===== src/rtl/i2c_rf_pkg.sv =====
package i2c_rf_pkg;
  typedef enum logic [2:0] {
    ST_IDLE,
    ST_ADDR,
    ST_SUB,
    ST_WDATA,
    ST_ACK,
    ST_TX,
    ST_TX_ACK,
    ST_IGNORE
  } ctrl_state_t;

  typedef enum logic [1:0] {
    NX_SUB,
    NX_WDATA,
    NX_TX
  } after_ack_t;
endpackage


===== src/rtl/i2c_line_filter.sv =====
module i2c_line_filter #(
  parameter int SYNC_STAGES = 2,
  parameter int FILT_LEN    = 3
) (
  input  logic clk,
  input  logic rst_n,
  input  logic line_in,
  output logic line_out
);
  logic [SYNC_STAGES-1:0] sync_q;
  logic [FILT_LEN-1:0]    hist_q;

  always_ff @(posedge clk or negedge rst_n) begin
    if (!rst_n) begin
      sync_q   <= '1;
      hist_q   <= '1;
      line_out <= 1'b1;
    end else begin
      sync_q <= {sync_q[SYNC_STAGES-2:0], line_in};
      hist_q <= {hist_q[FILT_LEN-2:0], sync_q[SYNC_STAGES-1]};
      if (&hist_q)
        line_out <= 1'b1;
      else if (~|hist_q)
        line_out <= 1'b0;
    end
  end
endmodule


===== src/rtl/i2c_bus_events.sv =====
module i2c_bus_events (
  input  logic clk,
  input  logic rst_n,
  input  logic scl_f,
  input  logic sda_f,
  output logic start_evt,
  output logic stop_evt,
  output logic scl_rise,
  output logic scl_fall
);
  logic scl_q, sda_q;

  always_ff @(posedge clk or negedge rst_n) begin
    if (!rst_n) begin
      scl_q <= 1'b1;
      sda_q <= 1'b1;
    end else begin
      scl_q <= scl_f;
      sda_q <= sda_f;
    end
  end

  assign start_evt = scl_f & scl_q & sda_q & ~sda_f;
  assign stop_evt  = scl_f & scl_q & ~sda_q & sda_f;
  assign scl_rise  = scl_f & ~scl_q;
  assign scl_fall  = ~scl_f & scl_q;
endmodule


===== src/rtl/i2c_reg_array.sv =====
module i2c_reg_array #(
  parameter int AW = 8,
  parameter int DW = 8
) (
  input  logic          clk,
  input  logic          rst_n,
  input  logic          we,
  input  logic [AW-1:0] waddr,
  input  logic [DW-1:0] wdata,
  input  logic [AW-1:0] raddr,
  output logic [DW-1:0] rdata
);
  localparam int DEPTH = 1 << AW;

  logic [DW-1:0] mem_q [DEPTH];

  always_ff @(posedge clk or negedge rst_n) begin
    if (!rst_n) begin
      for (int i = 0; i < DEPTH; i++) mem_q[i] <= '0;
    end else if (we) begin
      mem_q[waddr] <= wdata;
    end
  end

  assign rdata = mem_q[raddr];
endmodule


===== src/rtl/i2c_slave_ctrl.sv =====
module i2c_slave_ctrl
  import i2c_rf_pkg::*;
#(
  parameter int         AW         = 8,
  parameter int         DW         = 8,
  parameter logic [6:0] SLAVE_ADDR = 7'h40
) (
  input  logic          clk,
  input  logic          rst_n,
  input  logic          start_evt,
  input  logic          stop_evt,
  input  logic          scl_rise,
  input  logic          scl_fall,
  input  logic          sda_f,
  input  logic [DW-1:0] rd_data,
  output logic [AW-1:0] ptr,
  output logic          sda_oe,
  output logic          wr_stb,
  output logic [AW-1:0] wr_addr,
  output logic [DW-1:0] wr_data,
  output ctrl_state_t   state_o
);
  localparam int             CNT_W    = $clog2(DW + 1);
  localparam logic [CNT_W-1:0] BYTE_END = CNT_W'(DW);

  ctrl_state_t      state;
  after_ack_t       nxt;
  logic [DW-1:0]    shreg;
  logic [CNT_W-1:0] bit_cnt;

  assign state_o = state;

  always_ff @(posedge clk or negedge rst_n) begin
    if (!rst_n) begin
      state   <= ST_IDLE;
      nxt     <= NX_SUB;
      shreg   <= '0;
      bit_cnt <= '0;
      ptr     <= '0;
      sda_oe  <= 1'b0;
      wr_stb  <= 1'b0;
      wr_addr <= '0;
      wr_data <= '0;
    end else begin
      wr_stb <= 1'b0;
      if (start_evt) begin
        state   <= ST_ADDR;
        bit_cnt <= '0;
        sda_oe  <= 1'b0;
      end else if (stop_evt) begin
        state  <= ST_IDLE;
        sda_oe <= 1'b0;
      end else begin
        case (state)
          ST_ADDR, ST_SUB, ST_WDATA: begin
            if (scl_rise && bit_cnt != BYTE_END) begin
              shreg   <= {shreg[DW-2:0], sda_f};
              bit_cnt <= bit_cnt + 1'b1;
            end else if (scl_fall && bit_cnt == BYTE_END) begin
              bit_cnt <= '0;
              case (state)
                ST_ADDR: begin
                  if (shreg[DW-1:1] == SLAVE_ADDR) begin
                    sda_oe <= 1'b1;
                    state  <= ST_ACK;
                    nxt    <= shreg[0] ? NX_TX : NX_SUB;
                  end else begin
                    state <= ST_IGNORE;
                  end
                end
                ST_SUB: begin
                  ptr    <= shreg;
                  sda_oe <= 1'b1;
                  state  <= ST_ACK;
                  nxt    <= NX_WDATA;
                end
                default: begin
                  wr_stb  <= 1'b1;
                  wr_addr <= ptr;
                  wr_data <= shreg;
                  ptr     <= ptr + 1'b1;
                  sda_oe  <= 1'b1;
                  state   <= ST_ACK;
                  nxt     <= NX_WDATA;
                end
              endcase
            end
          end
          ST_ACK: begin
            if (scl_fall) begin
              case (nxt)
                NX_SUB: begin
                  sda_oe <= 1'b0;
                  state  <= ST_SUB;
                end
                NX_WDATA: begin
                  sda_oe <= 1'b0;
                  state  <= ST_WDATA;
                end
                default: begin
                  sda_oe  <= ~rd_data[DW-1];
                  shreg   <= {rd_data[DW-2:0], 1'b0};
                  ptr     <= ptr + 1'b1;
                  bit_cnt <= CNT_W'(1);
                  state   <= ST_TX;
                end
              endcase
            end
          end
          ST_TX: begin
            if (scl_fall) begin
              if (bit_cnt == BYTE_END) begin
                sda_oe <= 1'b0;
                state  <= ST_TX_ACK;
              end else begin
                sda_oe  <= ~shreg[DW-1];
                shreg   <= {shreg[DW-2:0], 1'b0};
                bit_cnt <= bit_cnt + 1'b1;
              end
            end
          end
          ST_TX_ACK: begin
            if (scl_rise) begin
              if (sda_f) begin
                state <= ST_IGNORE;
              end else begin
                state <= ST_ACK;
                nxt   <= NX_TX;
              end
            end
          end
          default: ;
        endcase
      end
    end
  end
endmodule


===== src/rtl/i2c_regfile_slave.sv =====
module i2c_regfile_slave
  import i2c_rf_pkg::*;
#(
  parameter logic [6:0] SLAVE_ADDR  = 7'h40,
  parameter int         REG_AW      = 8,
  parameter int         DATA_W      = 8,
  parameter int         SYNC_STAGES = 2,
  parameter int         FILT_LEN    = 3
) (
  input  logic              clk,
  input  logic              rst_n,
  input  logic              scl_in,
  input  logic              sda_in,
  output logic              sda_drive_low,
  output logic              wr_stb,
  output logic [REG_AW-1:0] wr_addr,
  output logic [DATA_W-1:0] wr_data
);
  localparam int N_LINES = 2;

  logic [N_LINES-1:0] raw_lines, filt_lines;
  logic scl_f, sda_f;
  logic start_evt, stop_evt, scl_rise, scl_fall;
  logic [REG_AW-1:0] ptr;
  logic [DATA_W-1:0] rd_data;
  ctrl_state_t ctrl_state;

  assign raw_lines = {scl_in, sda_in};

  for (genvar g = 0; g < N_LINES; g++) begin : g_line
    i2c_line_filter #(
      .SYNC_STAGES(SYNC_STAGES),
      .FILT_LEN   (FILT_LEN)
    ) u_filt (
      .clk     (clk),
      .rst_n   (rst_n),
      .line_in (raw_lines[g]),
      .line_out(filt_lines[g])
    );
  end

  assign scl_f = filt_lines[1];
  assign sda_f = filt_lines[0];

  i2c_bus_events u_events (
    .clk      (clk),
    .rst_n    (rst_n),
    .scl_f    (scl_f),
    .sda_f    (sda_f),
    .start_evt(start_evt),
    .stop_evt (stop_evt),
    .scl_rise (scl_rise),
    .scl_fall (scl_fall)
  );

  i2c_slave_ctrl #(
    .AW        (REG_AW),
    .DW        (DATA_W),
    .SLAVE_ADDR(SLAVE_ADDR)
  ) u_ctrl (
    .clk      (clk),
    .rst_n    (rst_n),
    .start_evt(start_evt),
    .stop_evt (stop_evt),
    .scl_rise (scl_rise),
    .scl_fall (scl_fall),
    .sda_f    (sda_f),
    .rd_data  (rd_data),
    .ptr      (ptr),
    .sda_oe   (sda_drive_low),
    .wr_stb   (wr_stb),
    .wr_addr  (wr_addr),
    .wr_data  (wr_data),
    .state_o  (ctrl_state)
  );

  i2c_reg_array #(
    .AW(REG_AW),
    .DW(DATA_W)
  ) u_regs (
    .clk  (clk),
    .rst_n(rst_n),
    .we   (wr_stb),
    .waddr(wr_addr),
    .wdata(wr_data),
    .raddr(ptr),
    .rdata(rd_data)
  );
endmodule


===== config.mk =====
export PLATFORM = sky130hd
export DESIGN_NAME = i2c_regfile_slave
export DESIGN_NICKNAME = d
export VERILOG_FILES = /design/src/rtl/i2c_rf_pkg.sv /design/src/rtl/i2c_line_filter.sv /design/src/rtl/i2c_bus_events.sv /design/src/rtl/i2c_reg_array.sv /design/src/rtl/i2c_slave_ctrl.sv /design/src/rtl/i2c_regfile_slave.sv
export SDC_FILE = /design/constraint.sdc
export NUM_CORES = 2
export LEC_CHECK = 0
export BUFFER_PORTS_ARGS = -buffer_cell sky130_fd_sc_hd__buf_4
export CELL_PAD_IN_SITES_DETAIL_PLACEMENT = 0
export CELL_PAD_IN_SITES_GLOBAL_PLACEMENT = 1
export CORE_MARGIN = 4
export CORE_UTILIZATION = 30
export DETAILED_ROUTE_END_ITERATION = 7
export HOLD_SLACK_MARGIN = 0.12
export PLACE_DENSITY_LB_ADDON = 0.1
export SLEW_MARGIN = 10
export SYNTH_ARGS = -nofsm -noshare
export SYNTH_HDL_FRONTEND = slang
export SYNTH_SLANG_ARGS = --single-unit

===== constraint.sdc =====
create_clock -name clk -period 3.7 [get_ports clk]
set_input_delay 0 -clock clk [delete_from_list [all_inputs] [get_ports clk]]
set_output_delay 0 -clock clk [all_outputs]
set_load 0.01 [all_outputs]

* Yosys cells after proc, flatten, opt, wreduce, memory -nomap -nowiden
Cells that the tools add are included.
** Word-level totals
- Register bits :: 2105
- Latch bits :: 0
- Memory bits (writable) :: 0
- Bits in read-only memories :: 0
- Bits of input ports :: 4
- Logic and storage cells :: 426
- Memories :: 0
** Operators by class
- Add/sub/neg operators :: 2
- $mul :: 0
- Divide/modulo/power cells :: 0
- $lt $le $gt $ge :: 3
- Equality and inequality tests :: 36
- Shift operators :: 0
- Muxes and demuxes :: 69
- Bitwise gates (word level) :: 19
- Reductions and logical operators :: 24
** Operators with widths (number)
- bitwise mux 2048 bit :: 1
- two-way mux 8 bit :: 12
- binary-select mux 8 bit (select 8 bit) :: 1
- demux 8 bit (select 8 bit) :: 1
- two-way mux 4 bit :: 8
- case mux 8 bit (2 select lines) :: 2
- two-way mux 3 bit :: 8
- case mux 8 bit (3 select lines) :: 1
- AND reduction 8 bit :: 3
- two-way mux 1 bit :: 20
- two-way mux 2 bit :: 10
- != test 4 x 3 -> 1 bit, second input constant :: 5
- greater-or-equal comparator 9 bit, second input constant :: 2
- NOT 8 -> 9 bit :: 2
- != test 2 x 1 -> 1 bit, second input constant :: 7
- AND reduction 7 bit :: 2
- != test 2 bit, second input constant :: 6
- case mux 3 bit (4 select lines) :: 1
- case mux 4 bit (3 select lines) :: 1
- AND reduction 6 bit :: 2
- NOT 1 bit :: 10
- == test 3 bit, second input constant :: 3
- < comparator 9 x 1 -> 1 bit, second input constant :: 1
- != test 3 x 2 -> 1 bit, second input constant :: 3
- 25 further kinds :: 41

* Longest topological paths before layout
- Depth in word-level cells :: 10
- Depth in mapped cells :: 14
- Mapped depth without buffers :: 9

* Hierarchy
Synthesis repeated with hierarchy kept, for this count alone.
** Unflattened totals
- Cell total of the unflattened synthesis :: 6358
- Area total of the unflattened synthesis :: 96078.4 um2
** Modules (own cells, without submodules)
- i2c_reg_array :: instances 1, cells an instance 6065, area each 93385.8 um2
- i2c_slave_ctrl :: instances 1, cells an instance 267, area each 2252.2 um2
- i2c_line_filter :: instances 2, cells an instance 10, area each 176.4 um2
- i2c_bus_events :: instances 1, cells an instance 6, area each 87.6 um2

* Least setup slack after synthesis
Ideal clock, no wire load.
- Kind :: register to register
- Start point :: reg u_ctrl.ptr[0]
- End point :: reg u_ctrl.shreg[7]
- Library setup time :: 0.124 ns
- Arrival :: 2.637 ns
- Required time :: 3.576 ns
- Setup slack :: 0.939 ns
- Cell stages (with the launch flop) :: 10
- Path buffers :: 4
- Clock period less this slack :: 2.761 ns
- Cells stage by stage :: dfrtp_1 -> buf_6 -> buf_6 -> buf_4 -> buf_2 -> mux4_2 -> mux4_2 -> a21oi_1 -> o21ai_0 -> a211o_1
** On the way
- Cells in the longest elaborated chain, start to end :: 7
** Ends and longest elaborated chain
- start, declared :: RTL line i2c_slave_ctrl.sv:16 : output logic [AW-1:0] ptr,
- start signal, assigned :: RTL line i2c_slave_ctrl.sv:72 : ptr <= shreg;
- start signal, assigned :: RTL line i2c_slave_ctrl.sv:81 : ptr <= ptr + 1'b1;
- start signal, assigned :: RTL line i2c_slave_ctrl.sv:103 : ptr <= ptr + 1'b1;
- NOT 8 -> 9 bit (not written as such) :: RTL line i2c_reg_array.sv:25 : assign rdata = mem_q[raddr];
- binary-select mux 8 bit (select 8 bit) :: RTL line i2c_reg_array.sv:25
- two-way mux 8 bit (not written as such) (2 in series) :: RTL line i2c_reg_array.sv:25
- two-way mux 8 bit :: RTL line i2c_slave_ctrl.sv:91 : case (nxt)
- two-way mux 8 bit :: RTL line i2c_slave_ctrl.sv:90 : if (scl_fall) begin
- case mux 8 bit (3 select lines) :: RTL line i2c_slave_ctrl.sv:54 : case (state)
- end signal, assigned :: RTL line i2c_slave_ctrl.sv:57 : shreg <= {shreg[DW-2:0], sda_f};
- end signal, assigned :: RTL line i2c_slave_ctrl.sv:102 : shreg <= {rd_data[DW-2:0], 1'b0};
- end signal, assigned :: RTL line i2c_slave_ctrl.sv:117 : shreg <= {shreg[DW-2:0], 1'b0};
- end, declared :: RTL line i2c_slave_ctrl.sv:28 : logic [DW-1:0] shreg;
No other way between the ends. The select of a mux whose other input is x is not followed.
A chain may end at the register's enable or synchronous reset.

* Final worst setup path
- Start point :: reg u_ctrl.ptr[0]
- End point :: reg u_ctrl.sda_oe
** On the way
- Cells in the longest elaborated chain, start to end :: 10
** Ends and longest elaborated chain
- NOT 8 -> 9 bit (not written as such) :: RTL line i2c_reg_array.sv:25
- binary-select mux 8 bit (select 8 bit) :: RTL line i2c_reg_array.sv:25
- two-way mux 8 bit (not written as such) (2 in series) :: RTL line i2c_reg_array.sv:25
- NOT 1 bit :: RTL line i2c_slave_ctrl.sv:101 : sda_oe <= ~rd_data[DW-1];
- two-way mux 1 bit :: RTL line i2c_slave_ctrl.sv:91
- two-way mux 1 bit :: RTL line i2c_slave_ctrl.sv:90
- case mux 1 bit (3 select lines) :: RTL line i2c_slave_ctrl.sv:54
- two-way mux 1 bit :: RTL line i2c_slave_ctrl.sv:50 : end else if (stop_evt) begin
- two-way mux 1 bit :: RTL line i2c_slave_ctrl.sv:46 : if (start_evt) begin
- end signal, assigned :: RTL line i2c_slave_ctrl.sv:101
- end signal, assigned :: RTL line i2c_slave_ctrl.sv:116 : sda_oe <= ~shreg[DW-1];
- end, declared :: RTL line i2c_slave_ctrl.sv:17 : output logic sda_oe,
No other way between the ends. The select of a mux whose other input is x is not followed.

==> flow_summary.yaml <==
routing:
  drt_pass1_iterations: 5
  drc: 0
  detail-route-antenna-nets: 0
  viasPerCell: 5.17
  post_drt_wl_per_cell_um: 30.5
  totalWireLength_um: 340000
  vias: 57700
  drt_iter0_drc: 3568
worst_setup_path:
  crit_family: "multiplexers"
  cp_num_buf_inv: 4
  crit_path_start: "u_ctrl.ptr[0]$_DFFE_PN0P_"
  reg2reg_slack_ns: 0.10
  crit_path_top_delay_cell: "mux4_1"
  worstPathArrival_ns: 4.42
  worstPathCellList: "buf_12 -> buf_12 -> buf_12 -> mux4_1 -> mux4_2 -> o211a_1 -> o2111ai_1 -> buf_4 -> and3_1"
  start_kind: "flip-flop"
  worstSetupPathType: "flip-flop to flip-flop"
  cp_max_fo: 23
  max_stage_delay_ns: 0.56
  path_common_cell: "buf_12"
  critPathCaptureType: "flip-flop"
  required_ns: 4.52
  r2r_start: "u_ctrl.ptr[0]$_DFFE_PN0P_"
synthesis:
  syn_inst: 6229
  postSynth.asyncResetShare: 1.00
  synth_flop_cell: "dfrtp_1"
  netlist-cell-type-count: 79
  synth_warnings: 0
  synth_seq_area_share: 0.547
  syn_area_sq_um: 96300
  syn_area_per_cell_sq_um: 15.5
  synth_edf_count: 0
  synth_nets: 6236
  synth-seq-cells: 2105
  synth_top_area_frac: 0.543
  ys_top_cells_by_area: "dfrtp_1 54%, mux2_2 24%, mux4_2 12%, mux2i_1 1.5%, clkbuf_1 1.3%"
  synth_top_cell_by_area: "dfrtp_1"
placement:
  dpl.cell_count: 10700
  dpl_cell_area_sq_um: 106000
  hpwl_um: 223000
  io_buffers: 21
  gp_congestion: 0.817
clock_tree:
  clk_pin_slew_worst_paths_ns: 0.06
  numCtsBuffers: 264
  clock-sinks: 2105
  cts_setup_buffers: 0
  cts_tree: "yes"
  ctsHtreeMaxLevel: 5
  clk-insertion-delay-late_ns: 0.90
  clk_path_buf_depth: 4
  cts-root-buf: "clkbuf_16"
timing:
  rsz0062_at_grt: "false"
  skew_ns: 0.0595
  fin_crit_sh: 0.973
  hold_violations: 0
  fmax_mhz: 278
  period_needed_ns: 3.60
  setup_viol: 0
  slew_headroom: 0.177
  slew_viol_final: 0
  worst_slew_pin_slew_ns: 1.23
floorplan:
  die_h_um: 575
  initial_core_util: 0.302
  fp.dieW_um: 575
  ios: 22
  die_area_sq_um: 330000
  coreArea_sq_um: 319000
  rows: 207
final_layout:
  area_growth_pct: 18.6
  fill_cells: 30400
  instances_no_fill: 11200
  drive_gt1_frac: 0.535
  fin_area_sq_um: 114000
  nNetsFinal: 6685
power_and_ir_drop:
  leakage_uw: 0.0536
  max-vdd-ir-drop_v: 0.000319
  pwr_density_cell_nw_per_um2: 539
global_route:
  grt_overflow: 0
  antenna_found_initial: 21
  grt_max_degree: 186
  grt_pass1_vias: 61500
  grt_pass1_wl_um: 491000
  grt_usage: 0.204
run:
  maxCapViolCount: 0
min_path:
  hold_path.class: "input pin to async pin"
outcome:
  outcome: "finished, final reports clean"
## worst reg2reg max path, cell delays in order (launching register included)
cell and delay [ns]:
dfrtp_4 0.53, buf_12 0.22, buf_12 0.29, buf_12 0.25
mux4_1 0.56, mux4_2 0.52, o211a_1 0.35, o2111ai_1 0.45
buf_4 0.20, and3_1 0.15
## layout make-up
cell class | count | area, sq um | share of cell area
well taps | 4284 | 5360 | 0.0469
flip-flops and latches | 2105 | 52700 | 0.462
diodes | 6 | 15.0 | 0.000131
repair buffers | 646 | 6070 | 0.0531
clock buffers | 388 | 7720 | 0.0676
clock inverters | 64 | 742 | 0.00650
inverters | 18 | 75.1 | 0.000657
multi-input cells | 3643 | 41500 | 0.363
## stage by stage
stage	util	TNS, ns	setup slack, ns	hold WS, ns	total power (uW)
final	0.358	0	0.101	0.153	61600
after global routing	0.358	0	0.0392	0.169	63900
after CTS	0.358	0	0.0121	0.145	62600
after detailed placement	0.331	-0.800	-0.417	0.0752	36500
after global placement	0.331	-0.976	-0.428	0.0550	36500
after floorplan	-	0	0.939	-0.296	30300
## power by group
group          leakage (uW)  internal [uW]  switching [uW]  total (uW)
clock network       0.00418          15100           10500       25600
logic                0.0201           4700            7730       12400
registers            0.0293          23200             327       23500
total                0.0536          42900           18600       61600
## what timing repair did
item,4_1_cts,5_1_grt
setup endpoints to repair,5,4
hold buffers,6,0
gates resized for setup,6,4
endpoints found under the hold margin,2107,0
## flip-flops by register name, indices dropped and copies added, names as in the netlist, 3 cells and up
signal / flops
g_line.u_filt.hist_q: 6
u_ctrl.ptr: 8
u_ctrl.wr_addr: 8
u_ctrl.state_o: 3
u_ctrl.wr_data: 8
u_ctrl.bit_cnt: 4
u_regs.mem_q: 2048
g_line.u_filt.sync_q: 4
u_ctrl.shreg: 8
## logic make-up after synthesis
family / after synthesis / synth area share
AOI/OAI and AO/OA: 325 / 0.0236
adders and majority gates: 3 / 0.000390
buffers and inverters: 481 / 0.0241
DFF: 2105 / 0.547
muxes: 2730 / 0.378
and+or+nand+nor: 585 / 0.0263
## routing by layer
layer / share of wire / vias up / GRT usage
met5: 0.000038 / - / 0
met4: 0.023 / 2 / 0.0438
met3: 0.029 / 417 / 0.0225
met2: 0.47 / 963 / 0.328
met1: 0.48 / 32000 / 0.298
li1: - / 24300 / -
## synthesized netlist by cell type, drive strengths merged, types with 3 or more instances
library cell / number
dfrtp: 2091
mux2: 2068
mux4: 516
clkbuf: 328
nor2: 226
nand2: 214
mux2i: 146
buf: 135
o21ai: 69
a21oi: 50
a221oi: 30
a22oi: 29
nand3: 28
nor3: 22
o22ai: 20
nand2b: 19
inv: 18
nor2b: 18
o221ai: 17
a211oi: 15
dfstp: 14
a31oi: 12
and2: 10
and3: 9
nor4: 9
o211ai: 8
a22o: 7
a311oi: 7
o22a: 7
nand4: 6
or3: 6
o2111ai: 5
or2: 5
or4: 5
a211o: 4
a21o: 4
o31ai: 4
o41ai: 4
a2111oi: 3
ha: 3
nand3b: 3
o21a: 3
o32ai: 3
## final timing paths
| path | to | depth (start not counted) |
|---|---|---|
| worst max register to register | u_ctrl.sda_oe$_DFFE_PN0P_ | 9 |
| max in group asynchronous | u_regs.mem_q[1233]$_DFFE_PN0P_ | 3 |
| worst min register to register | g_line[0].u_filt.sync_q[1]$_DFF_PN1_ | 0 |
| worst max-delay path | u_ctrl.sda_oe$_DFFE_PN0P_ | 9 |
| min in group clk | g_line[1].u_filt.sync_q[0]$_DFF_PN1_ | 3 |
| worst min-delay path | u_regs.mem_q[922]$_DFFE_PN0P_ | 3 |
## placed cells by master, fill, tap and decap left out, types with 28 or more instances in the layout
| master | instances |
|---|---|
| o21ai_0 | 65 |
| clkbuf_16 | 265 |
| buf_4 | 546 |
| nor2_1 | 221 |
| mux4_2 | 494 |
| a22oi_1 | 29 |
| nand2_1 | 204 |
| a221oi_1 | 28 |
| dfrtp_1 | 2077 |
| a21oi_1 | 49 |
| clkbuf_1 | 60 |
| mux2_2 | 2068 |
| mux2i_1 | 145 |
| buf_12 | 93 |
| clkbuf_8 | 63 |
(Power assumes the default switching activity.)
